## src/rtl/dacif_pkg.sv

```systemverilog
package dacif_pkg;
  localparam int CODE_W = 12;
  localparam int BUS_W  = 8;
  localparam int NUM_CH = 2;
  localparam int ADDR_W = $clog2(NUM_CH) + 1;
  localparam int HI_W   = CODE_W - BUS_W;
  localparam int SYNC_STAGES = 2;

  typedef enum logic {SEC_LOW = 1'b0, SEC_HIGH = 1'b1} section_e;
endpackage

```

## src/rtl/dacif_sync.sv

```systemverilog
module dacif_sync #(
  parameter int W      = 13,
  parameter int STAGES = 2,
  parameter logic [W-1:0] RST_VAL = '0
) (
  input  logic         clk,
  input  logic         rst_n,
  input  logic [W-1:0] async_i,
  output logic [W-1:0] sync_o,
  output logic [W-1:0] prev_o
);
  logic [STAGES-1:0][W-1:0] chain;

  generate
    for (genvar s = 0; s < STAGES; s++) begin : g_stage
      if (s == 0) begin : g_first
        always_ff @(posedge clk or negedge rst_n) begin
          if (!rst_n) chain[s] <= RST_VAL;
          else        chain[s] <= async_i;
        end
      end else begin : g_next
        always_ff @(posedge clk or negedge rst_n) begin
          if (!rst_n) chain[s] <= RST_VAL;
          else        chain[s] <= chain[s-1];
        end
      end
    end
  endgenerate

  always_ff @(posedge clk or negedge rst_n) begin
    if (!rst_n) prev_o <= RST_VAL;
    else        prev_o <= chain[STAGES-1];
  end

  assign sync_o = chain[STAGES-1];
endmodule

```

## src/rtl/dacif_input_bank.sv

```systemverilog
module dacif_input_bank
  import dacif_pkg::*;
#(
  parameter int CW = CODE_W,
  parameter int BW = BUS_W,
  parameter int NC = NUM_CH
) (
  input  logic                        clk,
  input  logic                        rst_n,
  input  logic                        wr_en,
  input  logic [$clog2(NC):0]         wr_addr,
  input  logic [BW-1:0]               wr_data,
  output logic [NC-1:0][CW-1:0]       staged_o
);
  localparam int HW = CW - BW;
  localparam int AW = $clog2(NC) + 1;

  logic [AW-2:0] ch_sel;
  section_e      sec_sel;

  assign ch_sel  = wr_addr[AW-1:1];
  assign sec_sel = section_e'(wr_addr[0]);

  generate
    for (genvar c = 0; c < NC; c++) begin : g_ch
      logic [BW-1:0] low_q;
      logic [HW-1:0] high_q;
      logic          hit;

      assign hit = wr_en && (ch_sel == c[AW-2:0]);

      always_ff @(posedge clk or negedge rst_n) begin
        if (!rst_n) begin
          low_q  <= '0;
          high_q <= '0;
        end else if (hit) begin
          if (sec_sel == SEC_HIGH) high_q <= wr_data[HW-1:0];
          else                     low_q  <= wr_data;
        end
      end

      assign staged_o[c] = {high_q, low_q};
    end
  endgenerate
endmodule

```

## src/rtl/dacif_xfer.sv

```systemverilog
module dacif_xfer
  import dacif_pkg::*;
#(
  parameter int CW = CODE_W,
  parameter int NC = NUM_CH
) (
  input  logic                  clk,
  input  logic                  rst_n,
  input  logic                  load_rise,
  input  logic                  wr_commit,
  input  logic [NC-1:0][CW-1:0] staged_i,
  output logic [NC-1:0][CW-1:0] code_o,
  output logic [NC-1:0]         valid_o
);
  logic deferred_q;
  logic move_now;

  // A load edge coinciding with a byte commit waits one cycle so it sees the new byte.
  assign move_now = deferred_q || (load_rise && !wr_commit);

  always_ff @(posedge clk or negedge rst_n) begin
    if (!rst_n) deferred_q <= 1'b0;
    else        deferred_q <= load_rise && wr_commit;
  end

  generate
    for (genvar c = 0; c < NC; c++) begin : g_out
      always_ff @(posedge clk or negedge rst_n) begin
        if (!rst_n) begin
          code_o[c]  <= '0;
          valid_o[c] <= 1'b0;
        end else begin
          valid_o[c] <= move_now;
          if (move_now) code_o[c] <= staged_i[c];
        end
      end
    end
  endgenerate
endmodule

```

## src/rtl/dual_dac_loader.sv

```systemverilog
module dual_dac_loader
  import dacif_pkg::*;
#(
  parameter int CW = CODE_W,
  parameter int BW = BUS_W,
  parameter int SYNC_N = SYNC_STAGES
) (
  input  logic          clk,
  input  logic          rst_n,
  input  logic          bus_cs_n,
  input  logic          bus_wr_n,
  input  logic [1:0]    bus_addr,
  input  logic [BW-1:0] bus_data,
  input  logic          load_n,
  output logic [CW-1:0] code_a_o,
  output logic [CW-1:0] code_b_o,
  output logic          code_a_valid,
  output logic          code_b_valid
);
  localparam int NC = 2;
  localparam int AW = 2;
  localparam int PW = 3 + AW + BW;
  localparam logic [PW-1:0] IDLE = {3'b111, {(AW + BW){1'b0}}};

  logic [PW-1:0] pins, cur, prev;
  assign pins = {bus_cs_n, bus_wr_n, load_n, bus_addr, bus_data};

  dacif_sync #(.W(PW), .STAGES(SYNC_N), .RST_VAL(IDLE)) u_sync (
    .clk(clk), .rst_n(rst_n), .async_i(pins), .sync_o(cur), .prev_o(prev)
  );

  logic          prev_cs_n, prev_wr_n, prev_ld_n, cur_wr_n, cur_ld_n;
  logic [AW-1:0] prev_addr;
  logic [BW-1:0] prev_data;

  assign {prev_cs_n, prev_wr_n, prev_ld_n, prev_addr, prev_data} = prev;
  assign cur_wr_n = cur[PW-2];
  assign cur_ld_n = cur[PW-3];

  logic wr_commit, load_rise;
  // Bus fields are taken from the sample held while write was still low.
  assign wr_commit = !prev_wr_n && cur_wr_n && !prev_cs_n;
  assign load_rise = !prev_ld_n && cur_ld_n;

  logic [NC-1:0][CW-1:0] staged, codes;
  logic [NC-1:0]         valids;

  dacif_input_bank #(.CW(CW), .BW(BW), .NC(NC)) u_bank (
    .clk(clk), .rst_n(rst_n), .wr_en(wr_commit), .wr_addr(prev_addr),
    .wr_data(prev_data), .staged_o(staged)
  );

  dacif_xfer #(.CW(CW), .NC(NC)) u_xfer (
    .clk(clk), .rst_n(rst_n), .load_rise(load_rise), .wr_commit(wr_commit),
    .staged_i(staged), .code_o(codes), .valid_o(valids)
  );

  assign code_a_o     = codes[0];
  assign code_b_o     = codes[1];
  assign code_a_valid = valids[0];
  assign code_b_valid = valids[1];
endmodule

```

## config.mk

```make
export PLATFORM = sky130hd
export DESIGN_NAME = dual_dac_loader
export DESIGN_NICKNAME = d
export VERILOG_FILES = /design/src/rtl/dacif_pkg.sv /design/src/rtl/dacif_sync.sv /design/src/rtl/dacif_input_bank.sv /design/src/rtl/dacif_xfer.sv /design/src/rtl/dual_dac_loader.sv
export SDC_FILE = /design/constraint.sdc
export NUM_CORES = 1
export LEC_CHECK = 0
export ABC_AREA = 1
export BUFFER_PORTS_ARGS = -buffer_cell sky130_fd_sc_hd__buf_2
export CAP_MARGIN = 20
export CORE_ASPECT_RATIO = 1.25
export CORE_MARGIN = 4
export CORE_UTILIZATION = 50
export CTS_CLUSTER_DIAMETER = 80
export DETAILED_ROUTE_END_ITERATION = 6
export PLACE_DENSITY_LB_ADDON = 0.3
export SLEW_MARGIN = 5
export SYNTH_ARGS = -nofsm -noshare
export SYNTH_HDL_FRONTEND = slang
export SYNTH_SLANG_ARGS = --single-unit
```

## constraint.sdc

```tcl
create_clock -name clk -period 2 [get_ports clk]
set_input_delay 0.4 -clock clk [delete_from_list [all_inputs] [get_ports clk]]
set_output_delay 0.4 -clock clk [all_outputs]
set_load 0.03 [all_outputs]
```

==> results by group, run 1 <==
Logic synthesis
  • Largest area contributor in the synthesized netlist: dfrtp_1
  • Ys Warns: 0
  • Synthesized netlist cell count: 263
  • Mapped Area: 0.00307 mm²
  • Share of the synthesized area in the top cell type: 0.653
  • Register area share after synthesis: 0.730
  • #FFs+latches synth: 89
  • Yosys cell types: 16
  • Top cells by count, synth: nand2_1 (97), dfrtp_1 (80), nand4_1 (28)
  • Count leader, synth: nand2_1
  • Synth async-reset ratio: 1.00
  • Top post-synthesis cells by area: dfrtp_1 (65%), nand2_1 (12%), dfstp_2 (7.7%), nand4_1 (5.7%), nand3_1 (3.9%)
  • Post-synth EDFFs: 0
  • Post-synth top flop: dfrtp_1
  • Mapped Avg Cell Area: 11.7 µm²
  • Syn Nets: 278

STA
  • RSZ-0062 raised after global routing: false
  • Minimum clock period: 1.65 ns
  • Fmax: 0.604 GHz
  • Hold Violations, Final: 0
  • Clock skew: 0.00819 ns
  • Final setup violating endpoints: 0
  • Max transition margin: 0.702
  • Tcrit/Tclk final: 0.827
  • Fin. max-slew vios: 0
  • Final WS setup: 0.346 ns
  • Setup TNS: 0 ns
  • Actual slew at the worst max-slew pin: 0.446 ns
  • WHS: 0.142 ns

Clock network
  • Clk buf depth: 2
  • CTS tree: yes
  • CTS root buffer: clkbuf_8
  • H-tree levels: 3
  • Clock Sinks: 89
  • Num CTS Buffers: 9
  • Clk Latency, worst-skew pair: 0.35 ns
  • CTS clock-pin slew for the worst setup and hold paths: 0.09 ns

Setup path
  • Setup crit start kind: register
  • CP Capture Type: register
  • Setup CP Type: register to register
  • Req. time, crit path: 2.29 ns
  • WP data arrival: 1.95 ns
  • Maximum fanout along the worst path: 18

GRT
  • Number of global-route vias before repair: 1901
  • Total grt overflow: 0
  • Largest net degree at the start of global routing: 42
  • GRT Util Overall: 0.155
  • Initial antenna violation count: 0
  • First-pass GRT wire length: 8800 µm

Final layout
  • Layout cell share with drive strength beyond 1: 0.235
  • Final std cell area, no fill: 0.00355 mm²
  • Layout area overhead: 15.8%
  • Final nets: 320
  • # fillers: 503
  • Number of diodes: 0

Place
  • Dpl cell area: 0.00332 mm²
  • RePlAce Congestion: 0.851
  • Port Buf Inserts: 40
  • Dpl ws: 0.390 ns
  • Dpl hpwl: 3410 µm

Power
  • Pwr Density: 1180 mW/mm²
  • Max VDD drop: 0.585 mV
  • Total Power: 4180 µW
  • Leak: 0.00184 µW

Floorplan
  • IO Pins: 41
  • Initial Util: 0.520
  • Die X: 78.1 µm
  • Row count: 31
  • Die ar.: 0.00746 mm²
  • Die Y-Extent: 95.6 µm
  • Core area: 0.00590 mm²

Drt
  • DR DRC count: 0
  • Post-DR vias/cell: 4.92
  • WL per Instance: 12.8 µm
  • Routed Antenna Nets: 0
  • Iter 0 DRT Violations: 145
  • TritonRoute pass-1 iters: 4
  • Final WL: 5030 µm
  • Vias: 1928

Outcome
  • Outcome: completed

Hold path
  • Hold crit path type: input pin to register

Job
  • Number of max-cap violations: 0
[metrics by stage]
stage	instances	util
floorplan	263	-
global placement	375	0.563
detailed placement	375	0.563
CTS	392	0.603
global route	392	0.603
finish	392	0.603
[worst max-delay path, stage by stage (launching register included)]
cell	delay (ns)
dfrtp_1	0.54
clkinv_1	0.44
nand4_1	0.44
nand2_1	0.10
nand2_1	0.08
[per-layer routing]
metal  vias up  global-route usage  wire [µm]
li1        950                   -          -
met1       916               0.201       2240
met2        51               0.243       2440
met3        11              0.0340        226
met4         0              0.0904        121
met5         -                   0          0
[power by group]
part | total (µW) | switching, µW | internal (µW)
clock | 1330 | 621 | 713
combinational | 653 | 450 | 203
sequential | 2190 | 136 | 2050
[sequential cells by signal, indices dropped and copies added (netlist names)]
name	cells
u_xfer.valid_o	1
u_sync.sync_o	13
u_sync.chain	13
u_xfer.deferred_q	1
u_bank.g_ch.low_q	16
u_sync.prev_o	13
u_bank.g_ch.high_q	8
u_xfer.code_o	24
[layout by cell type (no fill, tap or decap), types with 3 or more instances in the layout]
cell / n
nand2_1: 97
dfrtp_1: 80
buf_2: 39
nand4_1: 28
nand3_1: 24
clkbuf_8: 9
dfstp_2: 9
inv_1: 3
buf_4: 3
[worst paths after layout]
| check | startpoint | endpoint | cells past startpoint | slack, ns |
|---|---|---|---|---|
| max | u_sync.prev_o[8] | u_bank.g_ch[1].low_q[6] | 4 | 0.35 |
| min | bus_wr_n | u_sync.chain[11] | 1 | 0.14 |
| max reg2reg | u_sync.prev_o[8] | u_bank.g_ch[1].low_q[6] | 4 | 0.35 |
| min reg2reg | u_sync.sync_o[7] | u_sync.prev_o[7] | 0 | 0.35 |
| max in group asynchronous | rst_n | u_sync.prev_o[12] | 3 | 0.85 |
| min in group asynchronous | rst_n | u_sync.chain[6] | 2 | 0.52 |
[layout make-up]
type                       count  area, µm²  area share
clock buffer                   9        124      0.0349
clock inverter                 7        101      0.0285
inverter                       5       18.8     0.00528
multi-input combinational    156        719       0.203
sequential                    89       2240       0.630
tap                           82        103      0.0289
timing repair buffer          44        248      0.0697
[cells by family (layout without fill, tap and decap cells)]
| logic type | after synthesis | count (layout) | share of synthesized area |
|---|---|---|---|
| buffers and inverters | 18 | 65 | 0.0359 |
| AND/OR/NAND/NOR | 156 | 156 | 0.235 |
| flip-flops | 89 | 89 | 0.730 |
[what timing repair did]
action | in CTS | in global routing
hold buffers | 1 | 0
resized for setup | 0 | 0
buffers inserted | 0 | 0
endpoints found under the hold margin | 28 | 0
Note: power is estimated with default switching activity, not from simulation.
==> run 2, diff against run 1 <==
--- a/config.mk
+++ b/config.mk
@@ -5,7 +5,7 @@
 export SDC_FILE = /design/constraint.sdc
 export NUM_CORES = 1
 export LEC_CHECK = 0
-export ABC_AREA = 1
+export ABC_AREA = 0
 export BUFFER_PORTS_ARGS = -buffer_cell sky130_fd_sc_hd__buf_2
 export CAP_MARGIN = 20
 export CORE_ASPECT_RATIO = 1.25
==> constraint.sdc (replaced) <==
create_clock -name clk -period 1.5 [get_ports clk]
set_input_delay 0.3 -clock clk [delete_from_list [all_inputs] [get_ports clk]]
set_output_delay 0.3 -clock clk [all_outputs]
set_load 0.03 [all_outputs]
==> results by group, run 2 <==
Outcome
  • Outcome: finished, violations left
  • Failing checks: negative setup slack

Final layout
  • Number of diodes: 0 (unchanged)
  • Final nets: 223 (-30%)
  • Biggest regs: u_xfer.code_o x24, u_bank.g_ch.low_q x16
  • Most frequent cells in the layout: dfrtp_1 (80), buf_2 (39), mux2_4 (26), mux2_2 (22), clkbuf_8 (10)
  • Max reg flops: 24 (unchanged)
  • Final non-filler cell total: 277 (-29%)
  • Commonest non-fill, non-tap cell in the layout: dfrtp_1
  • Layout cell share with drive strength beyond 1: 0.592 (+0.356)
  • Final std cell area, no fill: 0.00360 mm² (+1.4%)
  • Biggest register: u_xfer.code_o
  • # fillers: 393 (-22%)
  • Layout area overhead: 23.4%

STA
  • RSZ-0062 raised after global routing: true
  • Final WS setup: -0.326 ns (-0.671 ns)
  • Setup TNS: -11.72 ns (-11.72 ns)
  • Fin. max-slew vios: 0 (unchanged)
  • Final setup violating endpoints: 45 (+45)
  • Clock skew: 0.00650 ns (-0.00169 ns)
  • Hold Violations, Final: 0 (unchanged)
  • Fmax: 0.548 GHz (-9.4%)
  • Minimum clock period: 1.83 ns (+0.171 ns)
  • Actual slew at the worst max-slew pin: 0.335 ns (-0.110 ns)
  • Tcrit/Tclk final: 1.22 (+0.390)
  • Max transition margin: 0.776 (+0.0743)
  • WHS: 0.0468 ns (-0.0956 ns)

Clock network
  • Clock Sinks: 89 (unchanged)
  • H-tree levels: 3 (unchanged)
  • CTS clock-pin slew for the worst setup and hold paths: 0.08 ns (about the same)
  • CTS tree: yes
  • Clk buf depth: 2 (unchanged)
  • Clk Latency, worst-skew pair: 0.34 ns (about the same)
  • Num CTS Buffers: 9 (unchanged)
  • CTS root buffer: clkbuf_8

Drt
  • Post-DR vias/cell: 5.04 (+2.4%)
  • Routed Antenna Nets: 0 (unchanged)
  • WL per Instance: 16.4 µm (+28%)
  • TritonRoute pass-1 iters: 2 (-2)
  • Vias: 1395 (-28%)
  • Iter 0 DRT Violations: 55 (-62%)
  • DR DRC count: 0 (unchanged)
  • Final WL: 4550 µm (-9.5%)

Floorplan
  • Core area: 0.00556 mm² (-5.8%)
  • Initial Util: 0.525 (+0.00485)
  • Die ar.: 0.00713 mm² (-4.4%)
  • Row count: 30 (-3.2%)
  • Die X: 76.3 µm (-2.2%)
  • Die Y-Extent: 93.4 µm (-2.3%)
  • IO Pins: 41 (unchanged)

Logic synthesis
  • Top cells by count, synth: dfrtp_1 (80), mux2_2 (47), dfstp_2 (9)
  • Share of the synthesized area in the top cell type: 0.686 (+0.0336)
  • Post-synth EDFFs: 0 (unchanged)
  • Register area share after synthesis: 0.767 (+0.0375)
  • Count leader, synth: dfrtp_1
  • Mapped Avg Cell Area: 19.5 µm² (+67%)
  • Yosys cell types: 15 (-1)
  • Ys Warns: 0 (unchanged)
  • #FFs+latches synth: 89 (unchanged)
  • Mapped Area: 0.00292 mm² (-4.9%)
  • Post-synth top flop: dfrtp_1
  • Syn Nets: 165 (-41%)
  • Synthesized netlist cell count: 150 (-43%)
  • Top post-synthesis cells by area: dfrtp_1 (69%), mux2_2 (18%), dfstp_2 (8.1%), buf_8 (1.0%), a31oi_4 (0.73%)
  • Synth async-reset ratio: 1.00 (unchanged)
  • Largest area contributor in the synthesized netlist: dfrtp_1

Place
  • Port Buf Inserts: 40 (unchanged)
  • Dpl hpwl: 3180 µm (-6.8%)
  • Dpl cell area: 0.00335 mm² (+0.94%)
  • RePlAce Congestion: 0.724 (-15%)
  • Placed insts: 259 (-31%)

Setup path
  • CP Capture Type: register
  • Req. time, crit path: 1.73 ns (-0.56 ns)
  • Maximum fanout along the worst path: 18 (unchanged)
  • Critical Path, Cell by Cell: or3b_4, a31oi_4, buf_12, mux2_2
  • WP data arrival: 2.06 ns (+0.11 ns)
  • Setup crit start kind: register
  • Setup CP Type: register to register
  • Peak per-stage delay on the critical path: 0.53 ns (about the same)
  • Crit path max-delay cell type: dfstp_2

GRT
  • Number of global-route vias before repair: 1539 (-19%)
  • Initial antenna violation count: 0 (unchanged)
  • GRT Util Overall: 0.145 (-0.00986)
  • Total grt overflow: 0 (unchanged)
  • Largest net degree at the start of global routing: 46 (+9.5%)
  • First-pass GRT wire length: 7810 µm (-11%)

Hold path
  • Hold crit path type: input pin to register

Power
  • Pwr Density: 1670 mW/mm² (+42%)
  • Total Power: 6020 µW (+44%)
  • Max VDD drop: 0.828 mV (+42%)
  • Leak: 0.00174 µW (-5.5%)

Job
  • Number of max-cap violations: 0 (unchanged)
==> run 2: worst paths after layout <==
path / start / endpoint / slack (ns) / cells after the start
worst max-delay path: u_sync.sync_o[11] / u_xfer.code_o[17] / -0.33 / 4
worst min-delay path: load_n / u_sync.chain[10] / 0.05 / 1
worst max register to register: u_sync.sync_o[11] / u_xfer.code_o[17] / -0.33 / 4
worst min register to register: u_sync.sync_o[6] / u_sync.prev_o[6] / 0.35 / 0
max in group asynchronous: rst_n / u_sync.sync_o[11] / 0.50 / 3
min in group asynchronous: rst_n / u_bank.g_ch[1].low_q[0] / 0.40 / 2
==> run 2: worst max-delay path, delay by kind of cell, from the launching register on <==
kind                   cells  cell delay (ns)
AOI/OAI and AO/OA          1             0.20
buffers and inverters      1             0.20
DFF                        1             0.53
muxes                      1             0.35
and+or+nand+nor            1             0.43
==> run 2: logic make-up (layout without fill, tap and decap cells) <==
logic type	Yosys count	count (layout)	synth area share
simple gates	7	7	0.0249
buf+inv	5	68	0.0154
flops	89	89	0.767
compound gates	1	1	0.00729
mux	48	48	0.185
==> run 2: per-stage QoR <==
step	utilization	worst slack, ns
final	0.648	-0.326
after CTS	0.646	-0.324
after detailed placement	0.603	-0.310
after global placement	0.603	-0.270
after floorplan	-	-0.316
after global routing	0.648	-0.371
==> run 2: per-layer routing <==
metal | vias to the layer above | share of wire | GRT usage
met3 | 10 | 0.047 | 0.0385
met5 | - | 0 | 0
met4 | 0 | 0.021 | 0.0906
met1 | 718 | 0.43 | 0.180
met2 | 36 | 0.50 | 0.228
li1 | 631 | - | -
==> run 2: final cells by class <==
type | count | area, µm² | area share
clock buffer | 12 | 145 | 0.0403
clock inverter | 4 | 51.3 | 0.0142
inverter | 2 | 7.51 | 0.00208
multi-input combinational | 56 | 748 | 0.208
sequential | 89 | 2240 | 0.622
tap | 64 | 80.1 | 0.0222
timing repair buffer | 50 | 330 | 0.0917
==> run 2: report_power, final <==
| group | switching (µW) | leakage (µW) | internal [µW] |
|---|---|---|---|
| registers | 245 | 0.00106 | 2840 |
| logic | 736 | 0.000579 | 594 |
| clock network | 785 | 0.0000970 | 820 |
==> run 2: repair_timing <==
| item | 4_1_cts | 5_1_grt |
|---|---|---|
| hold buffers | 1 | 0 |
| buffers inserted | 0 | 1 |
| endpoints found under the hold margin | 21 | 0 |
| pin swaps | 2 | 0 |
| setup endpoints to repair | 49 | 49 |
| gates resized for setup | 8 | 1 |
